File: config.mk
export PLATFORM = sky130hd
export DESIGN_NAME = fp_add_pipe
export DESIGN_NICKNAME = d
export VERILOG_FILES = /design/src/rtl/fpa_pkg.sv /design/src/rtl/fpa_align.sv /design/src/rtl/fpa_addsub.sv /design/src/rtl/fpa_norm.sv /design/src/rtl/fp_add_pipe.sv
export SDC_FILE = /design/constraint.sdc
export NUM_CORES = 1
export LEC_CHECK = 0
export ABC_AREA = 1
export BUFFER_PORTS_ARGS = -buffer_cell sky130_fd_sc_hd__buf_2
export CAP_MARGIN = 10
export CORE_MARGIN = 2
export CORE_UTILIZATION = 63
export CTS_BUF_LIST = sky130_fd_sc_hd__clkbuf_8
export CTS_CLUSTER_DIAMETER = 60
export DETAILED_ROUTE_END_ITERATION = 10
export PLACE_DENSITY_LB_ADDON = 0.12
export SLEW_MARGIN = 25
export SYNTH_ARGS = -nofsm -noshare
export SYNTH_HDL_FRONTEND = slang
export SYNTH_SLANG_ARGS = --single-unit
File: constraint.sdc
create_clock -name clk_i -period 5.8 [get_ports clk_i]
set_input_delay 0.58 -clock clk_i [delete_from_list [all_inputs] [get_ports clk_i]]
set_output_delay 0.58 -clock clk_i [all_outputs]
set_load 0.02 [all_outputs]
File: src/rtl/fpa_pkg.sv
package fpa_pkg;
  localparam int FLAG_W  = 4;
  localparam int FL_NAN  = 0;
  localparam int FL_OVF  = 1;
  localparam int FL_UF   = 2;
  localparam int FL_ZERO = 3;

  typedef struct packed {
    logic nan;
    logic inf;
    logic inf_sgn;
  } fpa_spec_t;
endpackage

File: src/rtl/fpa_align.sv
module fpa_align
  import fpa_pkg::*;
#(
  parameter int EXP_W = 8,
  parameter int MAN_W = 23,
  parameter int GRD_W = 3,
  localparam int DW    = EXP_W + MAN_W + 1,
  localparam int SIG_W = MAN_W + 1 + GRD_W
) (
  input  logic             clk_i,
  input  logic             rst_ni,
  input  logic             valid_i,
  input  logic             sub_i,
  input  logic [DW-1:0]    a_i,
  input  logic [DW-1:0]    b_i,
  output logic             vld_o,
  output logic             sgn_o,
  output logic [EXP_W-1:0] exp_o,
  output logic [SIG_W-1:0] big_o,
  output logic [SIG_W-1:0] sml_o,
  output logic             eff_sub_o,
  output fpa_spec_t        spec_o
);
  localparam logic [EXP_W-1:0] SIG_W_E = EXP_W'(SIG_W);

  logic [EXP_W-1:0] a_e, b_e, big_e, sml_e, diff;
  logic [MAN_W-1:0] a_f, b_f;
  logic             a_s, b_s, a_z, b_z;
  logic             a_max, b_max, a_nan, b_nan, a_inf, b_inf;
  logic [DW-2:0]    mag_a, mag_b;
  logic             a_big;
  logic [SIG_W-1:0] a_sig, b_sig, big_sig, sml_sig, sml_sh;
  fpa_spec_t        spec_d;

  always_comb begin
    a_e   = a_i[DW-2 -: EXP_W];
    b_e   = b_i[DW-2 -: EXP_W];
    a_f   = a_i[MAN_W-1:0];
    b_f   = b_i[MAN_W-1:0];
    a_s   = a_i[DW-1];
    b_s   = b_i[DW-1] ^ sub_i;          // subtraction folds into b's sign
    a_z   = (a_e == '0);                // exponent zero: treated as zero
    b_z   = (b_e == '0);
    a_max = &a_e;
    b_max = &b_e;
    a_nan = a_max && (|a_f);
    b_nan = b_max && (|b_f);
    a_inf = a_max && !(|a_f);
    b_inf = b_max && !(|b_f);

    mag_a = a_z ? '0 : a_i[DW-2:0];
    mag_b = b_z ? '0 : b_i[DW-2:0];
    a_big = (mag_a >= mag_b);

    a_sig = a_z ? '0 : {1'b1, a_f, {GRD_W{1'b0}}};
    b_sig = b_z ? '0 : {1'b1, b_f, {GRD_W{1'b0}}};

    big_e   = a_big ? a_e : b_e;
    sml_e   = a_big ? b_e : a_e;
    big_sig = a_big ? a_sig : b_sig;
    sml_sig = a_big ? b_sig : a_sig;
    diff    = big_e - sml_e;
    sml_sh  = (diff >= SIG_W_E) ? '0 : (sml_sig >> diff);

    spec_d.nan     = a_nan || b_nan || (a_inf && b_inf && (a_s != b_s));
    spec_d.inf     = (a_inf || b_inf) && !spec_d.nan;
    spec_d.inf_sgn = a_inf ? a_s : b_s;
  end

  always_ff @(posedge clk_i or negedge rst_ni) begin
    if (!rst_ni) begin
      vld_o     <= 1'b0;
      sgn_o     <= 1'b0;
      exp_o     <= '0;
      big_o     <= '0;
      sml_o     <= '0;
      eff_sub_o <= 1'b0;
      spec_o    <= '0;
    end else begin
      vld_o     <= valid_i;
      sgn_o     <= a_big ? a_s : b_s;
      exp_o     <= big_e;
      big_o     <= big_sig;
      sml_o     <= sml_sh;
      eff_sub_o <= a_s ^ b_s;
      spec_o    <= spec_d;
    end
  end

  // a NaN-coded first operand is flagged one stage later
  p_nan_in_r8: assert property (@(posedge clk_i) disable iff (!rst_ni)
    (valid_i && (&a_i[DW-2 -: EXP_W]) && (|a_i[MAN_W-1:0])) |=> spec_o.nan);
endmodule

File: src/rtl/fpa_addsub.sv
module fpa_addsub
  import fpa_pkg::*;
#(
  parameter int EXP_W = 8,
  parameter int MAN_W = 23,
  parameter int GRD_W = 3,
  localparam int SIG_W = MAN_W + 1 + GRD_W
) (
  input  logic             clk_i,
  input  logic             rst_ni,
  input  logic             vld_i,
  input  logic             sgn_i,
  input  logic [EXP_W-1:0] exp_i,
  input  logic [SIG_W-1:0] big_i,
  input  logic [SIG_W-1:0] sml_i,
  input  logic             eff_sub_i,
  input  fpa_spec_t        spec_i,
  output logic             vld_o,
  output logic             sgn_o,
  output logic [EXP_W-1:0] exp_o,
  output logic [SIG_W:0]   sum_o,
  output fpa_spec_t        spec_o
);
  logic [SIG_W:0] sum_d;

  always_comb begin
    if (eff_sub_i) sum_d = {1'b0, big_i} - {1'b0, sml_i};
    else           sum_d = {1'b0, big_i} + {1'b0, sml_i};
  end

  always_ff @(posedge clk_i or negedge rst_ni) begin
    if (!rst_ni) begin
      vld_o  <= 1'b0;
      sgn_o  <= 1'b0;
      exp_o  <= '0;
      sum_o  <= '0;
      spec_o <= '0;
    end else begin
      vld_o  <= vld_i;
      sgn_o  <= sgn_i;
      exp_o  <= exp_i;
      sum_o  <= sum_d;
      spec_o <= spec_i;
    end
  end

  // alignment must hand over the larger magnitude first, so no borrow
  p_no_borrow_r6: assert property (@(posedge clk_i) disable iff (!rst_ni)
    (vld_i && eff_sub_i) |-> (big_i >= sml_i));
endmodule

File: src/rtl/fpa_norm.sv
module fpa_norm
  import fpa_pkg::*;
#(
  parameter int EXP_W = 8,
  parameter int MAN_W = 23,
  parameter int GRD_W = 3,
  localparam int DW    = EXP_W + MAN_W + 1,
  localparam int SIG_W = MAN_W + 1 + GRD_W,
  localparam int LZ_W  = $clog2(SIG_W + 1),
  localparam int EX_W  = EXP_W + 2
) (
  input  logic              clk_i,
  input  logic              rst_ni,
  input  logic              vld_i,
  input  logic              sgn_i,
  input  logic [EXP_W-1:0]  exp_i,
  input  logic [SIG_W:0]    sum_i,
  input  fpa_spec_t         spec_i,
  output logic              vld_o,
  output logic [DW-1:0]     res_o,
  output logic [FLAG_W-1:0] flags_o
);
  localparam logic [EXP_W-1:0] EMAX   = '1;
  localparam logic signed [EX_W-1:0] EMAX_S = EX_W'(2**EXP_W - 1);
  localparam logic [DW-1:0] QNAN = {1'b0, EMAX, 1'b1, {(MAN_W-1){1'b0}}};

  logic [LZ_W-1:0]        lz;
  logic [SIG_W-1:0]       shl;
  logic [MAN_W-1:0]       frac;
  logic signed [EX_W-1:0] e_n;
  logic [DW-1:0]          res_d;
  logic [FLAG_W-1:0]      flags_d;

  // leading-zero count over the no-carry part of the sum
  always_comb begin
    lz = LZ_W'(SIG_W);
    for (int i = 0; i < SIG_W; i++) begin
      if (sum_i[i]) lz = LZ_W'(SIG_W - 1 - i);
    end
  end

  always_comb begin
    shl = sum_i[SIG_W-1:0] << lz;
    if (sum_i[SIG_W]) begin
      frac = sum_i[SIG_W-1 -: MAN_W];
      e_n  = signed'(EX_W'(exp_i)) + EX_W'(1);
    end else begin
      frac = shl[SIG_W-2 -: MAN_W];
      e_n  = signed'(EX_W'(exp_i)) - signed'(EX_W'(lz));
    end
  end

  always_comb begin
    flags_d = '0;
    res_d   = '0;
    if (spec_i.nan) begin
      res_d           = QNAN;
      flags_d[FL_NAN] = 1'b1;
    end else if (spec_i.inf) begin
      res_d = {spec_i.inf_sgn, EMAX, {MAN_W{1'b0}}};
    end else if (sum_i == '0) begin
      flags_d[FL_ZERO] = 1'b1;
    end else if (e_n >= EMAX_S) begin
      res_d           = {sgn_i, EMAX, {MAN_W{1'b0}}};
      flags_d[FL_OVF] = 1'b1;
    end else if (e_n <= 0) begin
      flags_d[FL_UF] = 1'b1;
    end else begin
      res_d = {sgn_i, e_n[EXP_W-1:0], frac};
    end
  end

  always_ff @(posedge clk_i or negedge rst_ni) begin
    if (!rst_ni) begin
      vld_o   <= 1'b0;
      res_o   <= '0;
      flags_o <= '0;
    end else begin
      vld_o   <= vld_i;
      res_o   <= vld_i ? res_d : '0;
      flags_o <= vld_i ? flags_d : '0;
    end
  end

  // carry out of the top finite exponent must saturate
  p_carry_ovf_r10: assert property (@(posedge clk_i) disable iff (!rst_ni)
    (vld_i && !spec_i.nan && !spec_i.inf && sum_i[SIG_W] && exp_i == EMAX - 1'b1)
      |=> (flags_o[FL_OVF] && res_o[DW-2 -: EXP_W] == EMAX));
endmodule

File: src/rtl/fp_add_pipe.sv
module fp_add_pipe
  import fpa_pkg::*;
#(
  parameter int EXP_W = 8,
  parameter int MAN_W = 23,
  parameter int GRD_W = 3,
  localparam int DW    = EXP_W + MAN_W + 1,
  localparam int SIG_W = MAN_W + 1 + GRD_W
) (
  input  logic              clk_i,
  input  logic              rst_ni,
  input  logic              valid_i,
  input  logic              sub_i,
  input  logic [DW-1:0]     a_i,
  input  logic [DW-1:0]     b_i,
  output logic              valid_o,
  output logic [DW-1:0]     res_o,
  output logic [FLAG_W-1:0] flags_o
);
  logic             s1_vld, s1_sgn, s1_sub;
  logic [EXP_W-1:0] s1_exp;
  logic [SIG_W-1:0] s1_big, s1_sml;
  fpa_spec_t        s1_spec;

  logic             s2_vld, s2_sgn;
  logic [EXP_W-1:0] s2_exp;
  logic [SIG_W:0]   s2_sum;
  fpa_spec_t        s2_spec;

  fpa_align #(.EXP_W(EXP_W), .MAN_W(MAN_W), .GRD_W(GRD_W)) i_align (
    .clk_i, .rst_ni, .valid_i, .sub_i, .a_i, .b_i,
    .vld_o(s1_vld), .sgn_o(s1_sgn), .exp_o(s1_exp), .big_o(s1_big),
    .sml_o(s1_sml), .eff_sub_o(s1_sub), .spec_o(s1_spec)
  );

  fpa_addsub #(.EXP_W(EXP_W), .MAN_W(MAN_W), .GRD_W(GRD_W)) i_addsub (
    .clk_i, .rst_ni,
    .vld_i(s1_vld), .sgn_i(s1_sgn), .exp_i(s1_exp), .big_i(s1_big),
    .sml_i(s1_sml), .eff_sub_i(s1_sub), .spec_i(s1_spec),
    .vld_o(s2_vld), .sgn_o(s2_sgn), .exp_o(s2_exp), .sum_o(s2_sum),
    .spec_o(s2_spec)
  );

  fpa_norm #(.EXP_W(EXP_W), .MAN_W(MAN_W), .GRD_W(GRD_W)) i_norm (
    .clk_i, .rst_ni,
    .vld_i(s2_vld), .sgn_i(s2_sgn), .exp_i(s2_exp), .sum_i(s2_sum),
    .spec_i(s2_spec),
    .vld_o(valid_o), .res_o, .flags_o
  );

  // valid advances one stage per clock
  p_stage_vld_r1: assert property (@(posedge clk_i) disable iff (!rst_ni)
    s2_vld == $past(s1_vld));
  p_out_vld_r1: assert property (@(posedge clk_i) disable iff (!rst_ni)
    valid_o == $past(s2_vld));
  // an exact zero is always +0
  p_zero_pos_r7: assert property (@(posedge clk_i) disable iff (!rst_ni)
    (valid_o && flags_o[FL_ZERO]) |-> (res_o == '0));
  // flushed results carry no sign
  p_uf_flush_r11: assert property (@(posedge clk_i) disable iff (!rst_ni)
    (valid_o && flags_o[FL_UF]) |-> (res_o == '0));
  // idle output carries no data
  p_idle_quiet_r13: assert property (@(posedge clk_i) disable iff (!rst_ni)
    !valid_o |-> (res_o == '0 && flags_o == '0));
  p_flags_excl: assert property (@(posedge clk_i) disable iff (!rst_ni)
    $onehot0(flags_o));
endmodule

==> summary.md <==
| Metric | Value |
|---|---|
| Syn Nets | `1888` |
| Final WL | `35400 um` |
| Maximum VDD drop | `409 uV` |
| Register area share after synthesis | `30.9%` |
| Maximum number of pins on one net before global-route repair | `79` |
| Register bit total from synthesis | `143` |
| Setup Viol. Count Final | `0` |
| Initial antenna violation count | `0` |
| Share of post-route cells with drive strength above 1 | `9.98%` |
| Initial cell density of the core | `64.2%` |
| Synthesized cell area | `11600 um2` |
| Die area | `19500 um2` |
| Core ar. | `18000 um2` |
| Clk_lat worst skew | `0.46 ns` |
| GRT Resource Usage Total | `36.0%` |
| Number of max-cap violations | `0` |
| Nets | `1965` |
| ANT nets after route | `0` |
| Commonest cells after routing, fill and taps aside | `nand2_1, nand3_1, inv_1` |
| P&R area growth vs syn | `9.06%` |
| Tcrit/Tclk final | `91.4%` |
| CP peak stage delay | `0.41 ns` |
| Grt ovf | `0` |
| Final Core Density | `70.0%` |
| Worst-margin pin slew | `0.896 ns` |
| PortBufs | `104` |
| R2r setup slk | `0.50 ns` |
| Boundary Pins | `105` |
| Routed len/inst | `17.1 um` |
| Hold/Removal Path Class | `in2async` |
| # DRC | `0` |
| Critical path's slowest cell | `fa_1` |
| Root Driver | `clkbuf_8` |
| Clock period minus worst slack | `5.30 ns` |
| Clock sinks | `143` |
| H-tree levels | `4` |
| Peak Freq | `189 MHz` |
| DR pass1 iterations | `6` |
| Syn avg cell area | `6.59 um2` |
| Syn Inst Count | `1755` |
| 1st-iter DRT viols | `1263` |
| Chip height | `140 um` |
| Hold WS | `0.124 ns` |
| Clk pin slew, worst setup/hold paths | `0.08 ns` |
| Post-synth EDFFs | `0` |
| CTS Hold Buffers Added | `0` |
| RSZ-0062 raised after global routing | `no` |
| Post-route cell area | `12600 um2` |
| Place WS | `0.287 ns` |
| Leakage | `6.72 nW` |
| Maximum clock path buffer count | `2` |
| Crit path required time | `6.18 ns` |
| Synth Flop Type | `dfrtp_1` |
| Ys Warns | `0` |
| Hold Fails Final Rpt | `0` |
| Detailed placement HPWL | `28100 um` |
| DR vias | `12500` |
| Layout Skew | `0.0164 ns` |
| CTS tree | `built` |
| Crit Path Max Fanout | `22` |
| Setup crit end kind | `register` |
| Most common cell after layout, fill and taps aside | `nand2_1` |
| Status | `complete, no violations` |
| Worst Setup Start Kind | `register` |
| Critical Path Most Common Cell | `nand2_1` |
| Pwr/cell area | `478 nW/um2` |
| Final Max Tran Viols | `0` |
| Gpl congestion | `1.08` |
| Antenna cells | `0` |
| Die width | `140 um` |
| Cell Rows | `49` |
| PnR worst setup slack | `0.501 ns` |
| CTS buffer count | `17` |
| Max-slew headroom at the worst pin | `40.1%` |
| First-pass GRT wire length | `56400 um` |
| Worst Path Arrival | `5.68 ns` |
| Total negative slack | `0 ns` |
| Vias per inst | `6.05` |
| CP Class | `reg2reg` |
| Placed inst area | `12300 um2` |
| Ys async rst share | `100%` |
| Netlist cell types | `48` |
| Number of global-route vias before repair | `11700` |
area by class of cell:
| class | count | area [um2] |
|---|---|---|
| multi-input combinational | 1345 | 6970 |
| fill | 1538 | 5400 |
| sequential | 143 | 3580 |
| inverter | 196 | 736 |
| timing repair buffer | 129 | 714 |
| tap | 229 | 287 |
| clock buffer | 18 | 248 |
| clock inverter | 13 | 93.8 |
routing by layer:
layer	vias up	wire, um	track usage, %
li1	5975	-	-
met1	5666	13700	45.0
met2	753	17100	62.4
met3	149	2910	4.37
met4	0	1670	16.6
met5	-	0	0
per-stage QoR:
step	std cells	total power [mW]
3_3_place_gp	2042	5.14
4_1_cts	2073	5.93
6_report	2073	6.04
5_1_grt	2073	6.55
3_5_place_dp	2042	5.24
2_1_floorplan	1755	4.30
timing repair:
| action | CTS | global route |
|---|---|---|
| setup endpoints to repair | 0 | 30 |
| setup buffers | 0 | 0 |
| gates resized for setup | 0 | 3 |
worst max-delay path, delay by kind of cell (launching register included):
kind                     cells  cell delay, ns
AND/OR/NAND/NOR             35            2.72
AO/OA/AOI/OAI                5            0.91
adder cells (fa/ha/maj)      2            0.57
buffers and inverters        4            0.53
flip-flops                   1            0.39
XOR/XNOR                     1            0.13
synthesized netlist by cell type (2+ instances only):
library cell  number  area share (%)
nand2_1          450              15
nand3_1          238              10
inv_1            187             6.1
nor2_1           164             5.3
dfrtp_1          143              31
o21ai_0          107             4.6
a21oi_1           97             4.2
ha_1              64             6.9
clkbuf_1          49             1.6
xor2_1            43             3.3
nand4_1           37             2.0
o22ai_1           33             1.8
nor4_1            18            0.97
xnor2_1           17             1.3
nor3_1            13            0.56
buf_2             10            0.43
buf_1              9            0.29
a31oi_1            7            0.38
o21ai_1            7            0.30
nand2_2            6            0.32
clkinv_1           5            0.16
a21o_1             4            0.26
inv_2              4            0.13
o21bai_1           4            0.26
and2_1             3            0.16
buf_6              3            0.29
nand3_2            3            0.26
nor2_2             3            0.16
o211ai_1           3            0.19
o21a_1             3            0.19
a211oi_1           2            0.13
o221ai_1           2            0.15
or2_2              2            0.11
final timing paths:
check | start | end | cells past startpoint
worst min-delay path | rst_ni | i_norm.res_o[27]$_DFF_PN0_ | 1
worst max register to register | i_addsub.sum_o[1]$_DFF_PN0_ | i_norm.res_o[4]$_DFF_PN0_ | 47
worst min register to register | i_align.exp_o[5]$_DFF_PN0_ | i_addsub.exp_o[5]$_DFF_PN0_ | 0
min in group clk_i | valid_i | i_align.vld_o$_DFF_PN0_ | 1
worst max-delay path | i_addsub.sum_o[1]$_DFF_PN0_ | i_norm.res_o[4]$_DFF_PN0_ | 47
max in group asynchronous | rst_ni | i_align.sml_o[0]$_DFF_PN0_ | 2
report_power, final:
group          internal, mW  switching (mW)  leakage [nW]  total, mW
registers              1.26           0.185          1.80       1.45
clock network         0.304           0.373         0.172      0.677
logic                  1.32            2.60          4.74       3.91
sequential cells by signal, indices dropped and copies added (netlist names):
register and cells:
i_align.sgn_o 1, i_addsub.sum_o 28, i_align.spec_o 3, i_norm.flags_o 4
i_align.big_o 24, i_align.exp_o 8, i_align.sml_o 27, i_addsub.spec_o 3
i_addsub.exp_o 8, i_norm.res_o 32, i_addsub.sgn_o 1, i_align.eff_sub_o 1
i_addsub.vld_o 1, i_norm.vld_o 1, i_align.vld_o 1
cell families after synthesis:
kind of cell               Yosys count  synth area share (%)
and+or+nand+nor                    944                  35.4
AOI/OAI and AO/OA                  275                  12.9
buffers and inverters              267                  8.96
DFF                                143                  30.9
adders and majority gates           65                  7.09
xor gates and xnor gates            61                  4.68
Power figures use the tool's default switching activity.
